[src/rtl/emc_pkg.sv]
package emc_pkg;

    localparam int BUS_W     = 32;
    localparam int BUS_BYTES = BUS_W / 8;
    localparam int MEM_W     = 16;
    localparam int MEM_BYTES = MEM_W / 8;

    typedef enum logic [1:0] {
        SEQ_IDLE,
        SEQ_ACT,
        SEQ_REC,
        SEQ_ACK
    } seq_state_e;

    typedef struct packed {
        logic                 we;
        logic                 to_flash;
        logic [BUS_BYTES-1:0] be;
        logic [BUS_W-1:0]     wdata;
    } bus_req_s;

    // Processor lane that carries the byte at word offset 'off'.
    function automatic logic [1:0] lane_of(input logic [1:0] off, input logic big);
        return big ? (2'd3 - off) : off;
    endfunction

    // Which half-words of a word hold at least one enabled byte.
    function automatic logic [1:0] halves_needed(input logic [BUS_BYTES-1:0] be, input logic big);
        logic [1:0] n;
        for (int h = 0; h < 2; h++) begin
            n[h] = be[lane_of(2'(2*h), big)] | be[lane_of(2'(2*h + 1), big)];
        end
        return n;
    endfunction

endpackage

[src/rtl/emc_lane_map.sv]
module emc_lane_map
    import emc_pkg::*;
#(
    parameter bit BIG_ENDIAN = 1'b1
) (
    input  logic [BUS_BYTES-1:0] be,
    input  logic [BUS_W-1:0]     wdata,
    input  logic                 half,
    input  logic [BUS_W-1:0]     cap_bytes,   // byte at word offset o in [8o+7:8o]
    output logic [MEM_W-1:0]     wr_half,
    output logic [MEM_BYTES-1:0] strb,
    output logic [BUS_W-1:0]     rdata
);

    // Read assembly: each word offset lands on its lane, masked by its enable.
    for (genvar o = 0; o < BUS_BYTES; o++) begin : g_rd
        localparam int LN = BIG_ENDIAN ? (BUS_BYTES - 1 - o) : o;
        assign rdata[8*LN +: 8] = be[LN] ? cap_bytes[8*o +: 8] : 8'h00;
    end

    // Write path: memory lane m of the current half-word holds offset {half, m}.
    for (genvar m = 0; m < MEM_BYTES; m++) begin : g_wr
        logic [1:0] ln;
        always_comb begin
            ln                = lane_of({half, 1'(m)}, BIG_ENDIAN);
            wr_half[8*m +: 8] = wdata[8*ln +: 8];
            strb[m]           = be[ln];
        end
    end

endmodule

[src/rtl/emc_seq.sv]
module emc_seq
    import emc_pkg::*;
#(
    parameter int WAIT_CYC = 4
) (
    input  logic       clk,
    input  logic       rst,
    input  logic       start,
    input  logic [1:0] need_in,
    output logic       accept,
    output logic       active,
    output logic       half,
    output logic       capture,
    output logic       ack
);

    localparam int CNT_W = (WAIT_CYC > 1) ? $clog2(WAIT_CYC) : 1;
    localparam logic [CNT_W-1:0] LAST = CNT_W'(WAIT_CYC - 1);

    seq_state_e       state_q;
    logic [CNT_W-1:0] cnt_q;
    logic             half_q;
    logic [1:0]       need_q;

    assign accept  = (state_q == SEQ_IDLE) && start;
    assign active  = (state_q == SEQ_ACT);
    assign capture = active && (cnt_q == LAST);
    assign ack     = (state_q == SEQ_ACK);
    assign half    = half_q;

    always_ff @(posedge clk) begin
        if (rst) begin
            state_q <= SEQ_IDLE;
            cnt_q   <= '0;
            half_q  <= 1'b0;
            need_q  <= '0;
        end else begin
            unique case (state_q)
                SEQ_IDLE: if (start) begin
                    need_q <= need_in;
                    cnt_q  <= '0;
                    half_q <= ~need_in[0];
                    state_q <= (need_in == 2'b00) ? SEQ_ACK : SEQ_ACT;
                end
                SEQ_ACT: begin
                    if (cnt_q == LAST) begin
                        cnt_q   <= '0;
                        state_q <= SEQ_REC;
                    end else begin
                        cnt_q <= cnt_q + 1'b1;
                    end
                end
                SEQ_REC: begin
                    if (!half_q && need_q[1]) begin
                        half_q  <= 1'b1;
                        state_q <= SEQ_ACT;
                    end else begin
                        state_q <= SEQ_ACK;
                    end
                end
                default: state_q <= SEQ_IDLE;
            endcase
        end
    end

endmodule

[src/rtl/shared_mem_bridge.sv]
module shared_mem_bridge
    import emc_pkg::*;
#(
    parameter int ADDR_W     = 24,
    parameter int WAIT_CYC   = 4,
    parameter bit BIG_ENDIAN = 1'b1,
    localparam int MEM_AW    = ADDR_W - 2
) (
    input  logic                 clk,
    input  logic                 rst,
    input  logic                 req_valid,
    input  logic                 req_we,
    input  logic [ADDR_W-1:0]    req_addr,
    input  logic [BUS_BYTES-1:0] req_be,
    input  logic [BUS_W-1:0]     req_wdata,
    output logic                 resp_ack,
    output logic [BUS_W-1:0]     resp_rdata,
    output logic [MEM_AW-1:0]    mem_addr,
    input  logic [MEM_W-1:0]     mem_din,
    output logic [MEM_W-1:0]     mem_dout,
    output logic                 mem_dq_oe,
    output logic                 ram_ce_n,
    output logic                 flash_ce_n,
    output logic                 mem_oe_n,
    output logic                 mem_we_n,
    output logic                 mem_lb_n,
    output logic                 mem_ub_n
);

    localparam int SEL_BIT = ADDR_W - 1;
    localparam int BASE_W  = MEM_AW - 1;

    bus_req_s               req_q;
    logic [BASE_W-1:0]      base_q;
    logic [BUS_W-1:0]       cap_q;
    logic                   accept, active, half, capture;
    logic [MEM_BYTES-1:0]   strb;

    emc_seq #(.WAIT_CYC(WAIT_CYC)) u_seq (
        .clk     (clk),
        .rst     (rst),
        .start   (req_valid),
        .need_in (halves_needed(req_be, BIG_ENDIAN)),
        .accept  (accept),
        .active  (active),
        .half    (half),
        .capture (capture),
        .ack     (resp_ack)
    );

    emc_lane_map #(.BIG_ENDIAN(BIG_ENDIAN)) u_lanes (
        .be        (req_q.be),
        .wdata     (req_q.wdata),
        .half      (half),
        .cap_bytes (cap_q),
        .wr_half   (mem_dout),
        .strb      (strb),
        .rdata     (resp_rdata)
    );

    always_ff @(posedge clk) begin
        if (rst) begin
            req_q  <= '0;
            base_q <= '0;
            cap_q  <= '0;
        end else begin
            if (accept) begin
                req_q.we       <= req_we;
                req_q.to_flash <= req_addr[SEL_BIT];
                req_q.be       <= req_be;
                req_q.wdata    <= req_wdata;
                base_q         <= req_addr[SEL_BIT-1:2];
            end
            if (capture) begin
                if (half) cap_q[31:16] <= mem_din;
                else      cap_q[15:0]  <= mem_din;
            end
        end
    end

    assign mem_addr   = {base_q, half};
    assign ram_ce_n   = ~(active & ~req_q.to_flash);
    assign flash_ce_n = ~(active &  req_q.to_flash);
    assign mem_oe_n   = ~(active & ~req_q.we);
    assign mem_we_n   = ~(active &  req_q.we);
    assign mem_dq_oe  = active & req_q.we;
    assign mem_lb_n   = ~(active & strb[0]);
    assign mem_ub_n   = ~(active & strb[1]);

endmodule

[config.mk]
export PLATFORM = sky130hd
export DESIGN_NAME = shared_mem_bridge
export DESIGN_NICKNAME = d
export VERILOG_FILES = /design/src/rtl/emc_pkg.sv /design/src/rtl/emc_lane_map.sv /design/src/rtl/emc_seq.sv /design/src/rtl/shared_mem_bridge.sv
export SDC_FILE = /design/constraint.sdc
export NUM_CORES = 1
export LEC_CHECK = 0
export ABC_CLOCK_PERIOD_IN_PS = 1800
export BUFFER_PORTS_ARGS = -buffer_cell sky130_fd_sc_hd__buf_2
export CORE_UTILIZATION = 30
export DETAILED_ROUTE_END_ITERATION = 6
export PLACE_DENSITY = 0.51
export SETUP_SLACK_MARGIN = 0.05
export SLEW_MARGIN = 15
export SYNTH_ARGS = -nofsm -noshare
export SYNTH_HDL_FRONTEND = slang
export SYNTH_SLANG_ARGS = --single-unit
[constraint.sdc]
create_clock -name clk -period 1.8 [get_ports clk]
set_clock_uncertainty 0.1 [all_clocks]
set_input_delay 0.36 -clock clk [delete_from_list [all_inputs] [get_ports clk]]
set_output_delay 0.36 -clock clk [all_outputs]
set_load 0.1 [all_outputs]
Word-level counts from Yosys, hierarchy flattened
Index checks and enable logic that the tools add are counted.
Widths: inputs -> output; s select.
Storage, ports and cells
  bits in registers: 98
  input bits: 80
  word-level logic and storage cells: 76
Operators by class
  add/subtract/negate cells: 3
  $lt $le $gt $ge: 2
  equal/unequal tests: 7
  shifts and indexed selects: 2
  mux-type cells: 19
  bitwise gates (word level): 18
  reduce and logical (&&, ||, !) cells: 14
Operators by type and width (count)
  $shiftx 32x6->8: 2
  $mux 8: 4
  $mux 2: 6
  $not 1->1: 10
  $reduce_and 2->1: 5
  $and 1x1->1: 6
  $eq 2x2->1 const B: 3
  $lt 2x3->1 const B: 2
  $pmux 2 s3: 1
  $bmux 1 s2: 2
  $logic_not 2->1: 2
  $mux 1: 4
  $ne 2x1->1 const B: 2
  $pmux 2 s2: 1
  $reduce_bool 2->1: 2
  $sub 2x2->2 const A: 2
  $logic_and 1x1->1: 3
  $reduce_and 3->1: 1
  $add 2x1->2 const B: 1
  $eq 2x1->1 const B: 1
  $ne 2x2->1 const B: 1
  $or 1x1->1: 2
  $pmux 1 s2: 1
  $logic_not 1->1: 1

Longest topological paths before layout
Gate-level depths: netlist (run 1).
  word-level depth: 5
  gate-level depth with buffers: 6
  depth with buffers taken out: 4

Cells and area by module
Synthesis (run 1) repeated with hierarchy kept, for this count alone.
Unflattened totals
  cell total of the unflattened synthesis: 414
  area total of the unflattened synthesis: 4292.9 µm²
By module, submodules not included
  shared_mem_bridge: times used 1, cells each 323, area each 3479.6 µm²
  emc_lane_map: times used 1, cells each 52, area each 471.7 µm²
  emc_seq: times used 1, cells each 39, area each 341.6 µm²

Worst setup path before layout (run 1)
OpenSTA, ideal clock, no wires.
  kind: register to output
  start: reg u_seq.state_q[0]
  end: out mem_dq_oe
  arrival: 2.323 ns
  path slack: -0.983 ns
  cell stages (with the launch flop): 6
  path through: dfxtp_1 buf_2 nor2b_1 clkbuf_1 nand2_1 inv_1
On the way
  word-level cells in the longest chain between the ends: 2
RTL lines
  start: declaration: RTL line emc_seq.sv:20  | seq_state_e state_q;
  start signal: assignment: RTL line emc_seq.sv:43  | state_q <= (need_in == 2'b00) ? SEQ_ACK : SEQ_ACT;
  $eq 2x1->1: RTL line emc_seq.sv:26  | assign active = (state_q == SEQ_ACT);
  $and 1x1->1: RTL line shared_mem_bridge.sv:86  | assign mem_dq_oe = active & req_q.we;
  end: declaration: RTL line shared_mem_bridge.sv:21  | output logic mem_dq_oe,
No other way between the ends.

Worst setup path in the final report (run 1)
  start: reg u_seq.half_q, in the netlist u_seq.half
  end: out mem_dout[13]
On the way
  word-level cells in the longest chain between the ends: 2
RTL lines
  start: declaration: RTL line emc_seq.sv:22  | logic half_q;
  start signal: assignment: RTL line emc_seq.sv:42  | half_q <= ~need_in[0];
  $sub 2x2->2: RTL line emc_pkg.sv:24  | return big ? (2'd3 - off) : off;
  $shiftx 32x6->8: RTL line emc_lane_map.sv:26  | wr_half[8*m +: 8] = wdata[8*ln +: 8];
  end: declaration: RTL line shared_mem_bridge.sv:20  | output logic [MEM_W-1:0] mem_dout,
No other way between the ends.

==> impl_metrics.tcl, run 1 <==
set metrics [dict create \
    run_status "finished, violations left" \
    violations "negative setup slack" \
    yosys.cell_types.count 29 \
    cts_tree "built" \
    avgSynthCellArea_um2 7.968 \
    worstPathRequired_ns 1.34 \
    io_buffers 155 \
    postRouteWirelength_mm 10.80 \
    vias 3720 \
    hold_buffers 0 \
    core_area_mm2 0.01272 \
    crit_chain "clkbuf_16, mux2_4, buf_12" \
    yosysSeqAreaShare_pct 49.04 \
    drv_cap 0 \
    synth.area.mux_share_pct 5.403 \
    synthSimpleGateAreaFrac_pct 26.73 \
    power.total_w 0.005782 \
    cts_root_buf "clkbuf_16" \
    cp_max_fo 5 \
    dp_cells 801 \
    async_reset_ff_share_pct 0 \
    drtIter0Drc 154 \
    syn-num-nets 578 \
    hold_viol 0 \
    drt_pass1_iterations 4 \
    worstMarginPinSlew_ns 0.4930 \
    dp_hpwl_mm 7.466 \
    initial_utilization_pct 31.13 \
    slowest_stage "dfxtp_4" \
    leakagePower_nw 2.579 \
    arrival_ns 1.41 \
    rsz0062_at_grt "true" \
    slew_headroom_pct 67.36 \
    report.final.slew_viol_count 0 \
    clockBufferDepth 2 \
    die_x_um 116.9 \
    avgViaCountPerCell 4.520 \
    synthMostInstantiatedCell "nand2_1" \
    ant_nets 0 \
    layout-drive-gt1-share_pct 35.64 \
    crit_buf_inv 2 \
    ir_drop_mv 0.5357 \
    synthTopCellsByCount "188 x nand2_1, 97 x dfxtp_1, 94 x a21oi_1" \
    synth_edf_count 0 \
    worst_slack_ns -0.06766 \
    drc_errors 0 \
    dieArea_mm2 0.01366 \
    io_pins 158 \
    max_freq_mhz 535.4 \
    start_kind "flop" \
    grt_usage_pct 15.89 \
    endpoint_kind "primary output" \
    synth_top_area_share_pct 49.04 \
    synth_xor_area_share_pct 0 \
    antenna_found_initial 0 \
    finalNetCount 727 \
    synth_area_mm2 0.003960 \
    antenna_cells 0 \
    synth_top_family_by_area "simple AND/OR/NAND/NOR gates" \
    synth_cells 497 \
    h-tree-depth 3 \
    criticalPathCategory "flop to primary output" \
    synth-compound-area-share_pct 12.67 \
    grt_overflow_total 0 \
    synthFlopType "dfxtp_1" \
    yosysTopAreaCell "dfxtp_1" \
    synthAdderAreaFrac_pct 0.3160 \
    fin_crit_sh_pct 103.8 \
    synthTopCellsByArea "dfxtp_1 49%, nand2_1 18%, a21oi_1 12%, mux2_2 5.4%, and2_1 5.2%" \
    power_density_mw_per_mm2 914.6 \
    clk_pin_slew_ns 0.07 \
    grt_pass1_vias 3561 \
    cts_buffers 9 \
    grt_pass1_wl_mm 16.85 \
    yosys_warnings 0 \
    critPathTopFamily "flip-flops" \
    clock_sinks 97 \
    r2r_setup_slack_ns 0.11 \
    crit_path_max_incr_delay_ns 0.41 \
    area_delta_synth_final_pct 59.65 \
    grt_max_degree 98 \
    fin_cells 823 \
    clock_latency_ns 0.34 \
    placementRows 41 \
    fin_crit_ns 1.868 \
    fp.dieH_um 116.9 \
    hold_path.class "input pin to flop" \
    holdWs_ns 0.1512 \
    synth_seq_cells 97 \
    finalSetupViolations 19 \
    wl_per_cell_um 13.12 \
    place_congestion 0.7473 \
]
cells in the final DEF (no fill, tap or decap), types with 2 or more instances in the layout:
cell        instances
nand2_1           184
clkbuf_1            2
clkbuf_16          10
buf_6               4
a21oi_1            90
clkinvlp_4          2
buf_4               9
buf_2              98
mux2_4             16
nand2_2             2
and2_1             32
nor3_1              4
nor2_1              3
dfxtp_1            90
dfxtp_2             4
mux2_2              3
nand2b_4            2
dfxtp_4             3
a21oi_2             4
nand3_1             2
nand2b_1            2
bufinv_16           2
buf_12             62
metal layers:
metal | global-route usage, % | up-vias | part of all wire (%)
met5 | 0 | - | 0
met1 | 19.46 | 1689 | 44
met3 | 5.149 | 8 | 9.0
li1 | - | 1903 | -
met4 | 6.582 | 0 | 1.1
met2 | 25.76 | 120 | 46
metrics by stage:
step	utilization (%)	TNS [ns]	area, um2	setup slack, ns
2_1_floorplan	-	-0.5269	4023	-0.1636
3_3_place_gp	45.66	0	5809	0.1500
3_5_place_dp	45.66	0	5809	0.1199
4_1_cts	48.86	-0.9335	6216	-0.07865
5_1_grt	49.70	-1.565	6322	-0.09720
6_report	49.70	-0.9521	6322	-0.06766
state kept, by name (all words and copies together), names as in the netlist:
name           count
req_q             38
cap_q             32
u_seq.half         1
base_q            21
u_seq.need_q       1
u_seq.cnt_q        2
u_seq.state_q      2
kinds of logic after synthesis:
logic type / Yosys count
AO/OA/AOI/OAI: 98
flip-flops: 97
multiplexers: 19
adder cells (fa/ha/maj): 1
AND/OR/NAND/NOR: 243
buffers and inverters: 39
layout make-up:
cell class                      instances  area (um2)
Clock buffer                           12       246.5
Clock inverter                          4       76.32
Fill cell                            1240        6400
Inverter                                2       11.26
Multi-Input combinational cell        361        1931
Sequential cell                        97        1958
Tap cell                              172       215.2
Timing Repair Buffer                  175        1884
power breakdown:
| part | internal [W] | total (W) | switching (W) |
|---|---|---|---|
| clock network | 0.00126 | 0.00207 | 0.000808 |
| registers | 0.00225 | 0.00233 | 0.0000768 |
| logic | 0.000482 | 0.00139 | 0.000905 |
path summary, 6_finish.rpt:
path / from / to / depth (start not counted)
setup / recovery: u_seq.half / mem_dout[13] / 3
hold reg to reg: cap_q[18] / cap_q[18] / 2
hold / removal: req_addr[5] / base_q[3] / 3
setup reg to reg: u_seq.half / cap_q[12] / 7
what timing repair did:
item / in CTS / in global routing
endpoints found under the setup margin: 46 / 32
cloned: 0 / 1
buffers inserted: 2 / 3
gates resized for setup: 21 / 17
pin swaps: 1 / 0
worst register-to-register path, cell delays in order, from the launching register on:
cell and delay (ns):
dfxtp_4 0.38, clkbuf_16 0.17, buf_6 0.11, buf_6 0.12
nor4bb_2 0.25, buf_4 0.26, nand2_1 0.09, a21oi_2 0.12
(Power assumes the default switching activity.)
==> run 2: changes to the inputs <==
ABC_AREA = 1   (was not set)
==> run 2 against run 1 <==
Compared with the run above:
- the flow now finishes without violations
- area after synthesis is 1.1% higher
- core utilization is 0.62 points higher
- flip-flop and latch count stayed put
- combinational power is 47% higher
- worst setup slack better by 0.081 ns
- critical path type unchanged
- largest cell class unchanged
==> impl_metrics.tcl, run 2 <==
set metrics [dict create \
    power_density_mw_per_mm2 984.0 \
    criticalPathCategory "flop to primary output" \
    placementRows 41 \
    finalNetCount 814 \
    dieArea_mm2 0.01382 \
    holdWs_ns 0.1632 \
    hold_buffers 0 \
    dp_hpwl_mm 8.258 \
    power.total_w 0.006349 \
    postRouteWirelength_mm 11.52 \
    layout_common_cells "158 x nor2_1, 98 x buf_2, 90 x nand2_1, 90 x dfxtp_1, 73 x o21ai_0" \
    hold_end "req_q[12]" \
    clock_latency_ns 0.34 \
    hp-start "req_wdata[12]" \
    synth_seq_cells 97 \
    clock_sinks 97 \
    cts_buffers 9 \
    start_kind "flop" \
    ir_drop_mv 0.4264 \
    worstMarginPinSlew_ns 0.4980 \
    avgViaCountPerCell 4.520 \
    synth_top_area_share_pct 48.48 \
    reg2reg_from "u_seq.state_q[1]" \
    clockBufferDepth 2 \
    grt_pass1_vias 3889 \
    hold_viol 0 \
    tns_ns 0 \
    drc_errors 0 \
    design_area_mm2 0.006452 \
    worstPathRequired_ns 1.34 \
    io_buffers 155 \
    grt_pass1_wl_mm 18.82 \
    grt_overflow_total 0 \
    endpoint_kind "primary output" \
    h-tree-depth 3 \
    syn-num-nets 662 \
    layout-drive-gt1-share_pct 32.52 \
    yosys.cell_types.count 21 \
    final_common_cell "nor2_1" \
    cts_root_buf "clkbuf_16" \
    fp.dieH_um 117.5 \
    max_freq_mhz 559.7 \
    synth_edf_count 0 \
    io_pins 158 \
    fin_crit_sh_pct 99.25 \
    crit_path_max_incr_delay_ns 0.39 \
    cts_tree "built" \
    async_reset_ff_share_pct 0 \
    yosysTopAreaCell "dfxtp_1" \
    yosysSeqAreaShare_pct 48.48 \
    report.final.slew_viol_count 0 \
    utilization_pct 50.31 \
    core_area_mm2 0.01282 \
    cp_max_fo 10 \
    run_status "finished clean" \
    area_delta_synth_final_pct 61.11 \
    place_area_mm2 0.005919 \
    synthFlopType "dfxtp_1" \
    r2r-end "base_q[11]" \
    whs_path_depth 3 \
    die_x_um 117.5 \
    r2r_setup_slack_ns 0.19 \
    vias 4113 \
    antenna_cells 0 \
    initial_utilization_pct 31.23 \
    top_register "req_q" \
    synth_area_mm2 0.004005 \
    place_congestion 0.7524 \
    top_regs "req_q (38), cap_q (32), base_q (21)" \
    leakagePower_nw 3.003 \
    clk_pin_slew_ns 0.06 \
    synth_cells 581 \
    finalSetupViolations 0 \
    hold_path.class "input pin to flop" \
    fin_crit_ns 1.787 \
    synthTopCellsByCount "162 x nor2_1, 108 x nand2_1, 97 x dfxtp_1" \
    ant_nets 0 \
    ff2ff_path_depth 7 \
    antenna_found_initial 1 \
    drv_cap 0 \
    drtIter0Drc 156 \
    grt_usage_pct 16.93 \
    rsz0062_at_grt "true" \
    arrival_ns 1.33 \
    wl_per_cell_um 12.66 \
    crit_buf_inv 3 \
    largest_reg_flops 38 \
    avgSynthCellArea_um2 6.893 \
    grt_max_degree 63 \
    yosys_warnings 0 \
    synthMostInstantiatedCell "nor2_1" \
    slowest_stage "dfxtp_4" \
    critPathTopFamily "buffers and inverters" \
    synthTopCellsByArea "dfxtp_1 48%, nor2_1 15%, nand2_1 10%, o21ai_0 9.4%, inv_1 3.9%" \
    drt_pass1_iterations 4 \
    slew_headroom_pct 67.03 \
    crit_chain "inv_4, buf_8, nand2_1, nand2_4, buf_12" \
]
[run 2: changes by cell type in the layout (fill, tap and decap cells not counted), sizes merged, moves of 6 or more]
cell | previous run | this run
mux2 | 19 | 0
o21ai | 0 | 78
inv | 1 | 44
nand2 | 188 | 109
a21oi | 94 | 23
buf | 174 | 180
and2 | 33 | 0
nand4 | 0 | 16
nor2 | 4 | 164
[run 2: metal layers]
metal | GRT usage, % | routed length, um | share of wire, % | vias up
met5 | 0 | 13 | 0.11 | -
met4 | 6.731 | 142 | 1.2 | 2
met3 | 4.118 | 530 | 4.6 | 11
met2 | 30.03 | 5810 | 50 | 113
met1 | 19.43 | 5026 | 44 | 1864
li1 | - | - | - | 2123
[run 2: power breakdown]
part	leakage, nW	switching [W]	internal [W]
Sequential	0.799	0.000114	0.00231
Clock	0.149	0.000792	0.00108
Combinational	2.06	0.00140	0.000648
Total	3.00	0.00231	0.00404
[run 2: timing repair]
item	CTS	global route
pin swaps	3	3
gates cloned	1	1
resized for setup	27	12
hold endpoints to repair	0	0
setup buffers	5	3
endpoints found under the setup margin	48	30
[run 2: how the worst max path moves through the flow]
stage | startpoint | to | slack [ns] | cells past startpoint
6_report | u_seq.half | mem_dout[0] | 0.01 | 5
2_1_floorplan | u_seq.state_q[1] | mem_we_n | -0.33 | 4
3_5_place_dp | u_seq.half | cap_q[19] | 0.23 | 6
4_1_cts | u_seq.half | mem_ub_n | 0.0009 | 5
3_3_place_gp | u_seq.half | mem_ub_n | 0.25 | 5
5_1_grt | u_seq.half | mem_dout[4] | -0.06 | 5
[run 2: cell type report]
cell class	instances	area, um2
well taps	172	215.2
multi-input cells	399	1879
clock buffers	14	284.0
flip-flops and latches	97	1958
inverters	45	177.7
repair buffers	181	1928
fillers	1244	6372
clock inverters	2	10.01
[run 2: cells by family (layout without fill, tap and decap cells)]
family / count (synthesis) / in the layout / synth area share, %
AND/OR/NAND/NOR: 297 / 297 / 29.58
AO/OA/AOI/OAI: 101 / 101 / 12.62
flip-flops: 97 / 97 / 48.48
buffers and inverters: 85 / 242 / 8.997
adder cells (fa/ha/maj): 1 / 1 / 0.3124
[run 2: worst register-to-register path, cell delays in order (launching register included)]
cell	delay, ns
dfxtp_4	0.36
buf_4	0.15
buf_4	0.14
nor2_2	0.13
nand2_2	0.10
buf_4	0.24
o21ai_0	0.22
nor2_1	0.06
[run 2: through the flow]
step / setup WS, ns / std cells
floorplan: -0.3328 / 581
global placement: 0.2477 / 884
detailed placement: 0.2321 / 884
CTS: 0.0008877 / 906
global route: -0.06202 / 910
finish: 0.01344 / 910
==> run 3: changes to the inputs <==
--- a/constraint.sdc
+++ b/constraint.sdc
@@ -3,3 +3,3 @@
 set_input_delay 0.36 -clock clk [delete_from_list [all_inputs] [get_ports clk]]
 set_output_delay 0.36 -clock clk [all_outputs]
-set_load 0.1 [all_outputs]
+set_load 0.005 [all_outputs]
==> run 3 against run 2 <==
Compared with the run above:
- wire length fell by 0.84%
- final cell count fell by 0.11%
- sequential power about the same
- largest power group unchanged
- sequential share of layout area is 5.7 points higher
- cell area shrank 16%
- critical path depth shrank 1
- critical endpoint is now ram_ce_n
==> impl_metrics.tcl, run 3 (synthesis results as in run 2) <==
set metrics [dict create \
    r2r_setup_slack_ns 0.28 \
    hp-start "req_wdata[22]" \
    initial_utilization_pct 31.23 \
    utilization_pct 42.24 \
    avgViaCountPerCell 4.486 \
    largest_reg_flops 38 \
    tns_ns 0 \
    io_buffers 155 \
    drc_errors 0 \
    report.final.slew_viol_count 0 \
    fill_cells 1403 \
    finalSetupViolations 0 \
    grt_max_degree 60 \
    clock_latency_ns 0.34 \
    grt_pass1_vias 3729 \
    drtIter0Drc 149 \
    die_x_um 117.5 \
    layout_common_cells "161 x nor2_1, 155 x buf_2, 107 x nand2_1" \
    final_common_cell "nor2_1" \
    layout-drive-gt1-share_pct 29.04 \
    fin_crit_ns 1.691 \
    slew_headroom_pct 75.98 \
    clock_sinks 97 \
    antenna_found_initial 1 \
    worstMarginPinSlew_ns 0.3603 \
    fp.dieH_um 117.5 \
    dp_hpwl_mm 7.804 \
    ff2ff_path_depth 5 \
    clockBufferDepth 2 \
    start_kind "flop" \
    power_density_mw_per_mm2 979.4 \
    max_freq_mhz 591.5 \
    crit_chain "inv_4, nand2_8, or2_4, buf_2" \
    cts_tree "built" \
    placementRows 41 \
    endpoint_kind "primary output" \
    finalNetCount 813 \
    dieArea_mm2 0.01382 \
    worstPathRequired_ns 1.34 \
    postRouteWirelength_mm 11.43 \
    wl_per_cell_um 12.57 \
    crit_path_max_incr_delay_ns 0.37 \
    fin_cells 909 \
    area_delta_synth_final_pct 35.27 \
    grt_overflow_total 0 \
    top_regs "req_q (38), cap_q (32), base_q (21)" \
    core_area_mm2 0.01282 \
    grt_usage_pct 16.46 \
    antenna_cells 0 \
    rsz0062_at_grt "true" \
    io_pins 158 \
    criticalPathCategory "flop to primary output" \
    ir_drop_mv 0.8962 \
    vias 4078 \
    place_congestion 0.7744 \
    r2r-end "cap_q[10]" \
    run_status "finished clean" \
    reg2reg_from "u_seq.cnt_q[0]" \
    hold_path.class "input pin to flop" \
    arrival_ns 1.23 \
    leakagePower_nw 2.786 \
    hold_viol 0 \
    cp_max_fo 8 \
    drv_cap 0 \
    cts_buffers 9 \
    grt_pass1_wl_mm 18.08 \
    fin_crit_sh_pct 93.92 \
    top_register "req_q" \
    ant_nets 0 \
    slowest_stage "dfxtp_4" \
    dp_cells 884 \
    cts_root_buf "clkbuf_16" \
    clk_pin_slew_ns 0.07 \
    drt_pass1_iterations 4 \
    whs_path_depth 3 \
    h-tree-depth 3 \
    hold_end "req_q[22]" \
]
run 3: cell types whose count changed in the layout (fill, tap and decap cells not counted), sizes merged:
cell | previous run | this run
clkinv | 2 | 3
bufinv | 0 | 2
clkbuf | 15 | 11
buf | 180 | 179
inv | 44 | 45
run 3: timing repair:
item | CTS | global route
gates resized for setup | 10 | 17
hold buffers | 0 | 0
setup endpoints to repair | 23 | 22
setup buffers | 3 | 5
gates cloned | 0 | 1
pin swaps | 0 | 1
run 3: power by group:
part	switching, W	total (W)	internal, W
Clock	0.000814	0.00202	0.00121
Sequential	0.000104	0.00241	0.00230
Combinational	0.000484	0.000874	0.000390
run 3: how the worst max path moves through the flow:
stage,slack (ns),from,cells past startpoint,endpoint
6_report,0.11,u_seq.state_q[1],4,ram_ce_n
3_5_place_dp,0.18,u_seq.state_q[0],3,ram_ce_n
5_1_grt,0.04,u_seq.state_q[1],5,mem_lb_n
2_1_floorplan,0.35,u_seq.half,6,mem_dout[0]
4_1_cts,0.02,u_seq.state_q[1],4,ram_ce_n
3_3_place_gp,0.20,u_seq.state_q[1],5,mem_lb_n
run 3: layout make-up:
| type | instances | area (um2) | share of cell area (%) |
|---|---|---|---|
| sequential | 97 | 1956 | 36.10 |
| multi-input combinational | 399 | 1724 | 31.82 |
| timing repair buffer | 180 | 1035 | 19.10 |
| clock buffer | 10 | 229.0 | 4.226 |
| tap | 172 | 215.2 | 3.972 |
| inverter | 45 | 176.4 | 3.256 |
| clock inverter | 6 | 82.58 | 1.524 |
run 3: critical path: cells and delay by family (launching register included):
kind	cells	cell delay, ns
flops	1	0.37
simple gates	2	0.29
buf+inv	2	0.22
run 3: stage by stage:
step	hold slack (ns)	setup slack [ns]	cell area (um2)	power (W)
finish	0.1488	0.1094	5418	0.005306
CTS	0.1342	0.02178	5309	0.005345
floorplan	0.3402	0.3458	4005	0.002905
global placement	0.3495	0.1958	4950	0.003241
global route	0.1418	0.03997	5418	0.005634
detailed placement	0.3544	0.1753	4950	0.003258
run 3: metal layers:
metal,track usage (%),vias up,wire (um)
li1,-,2120,-
met1,18.96,1800,5012
met2,27.48,142,5329
met3,7.364,14,947
met4,4.567,2,124
met5,0,-,12
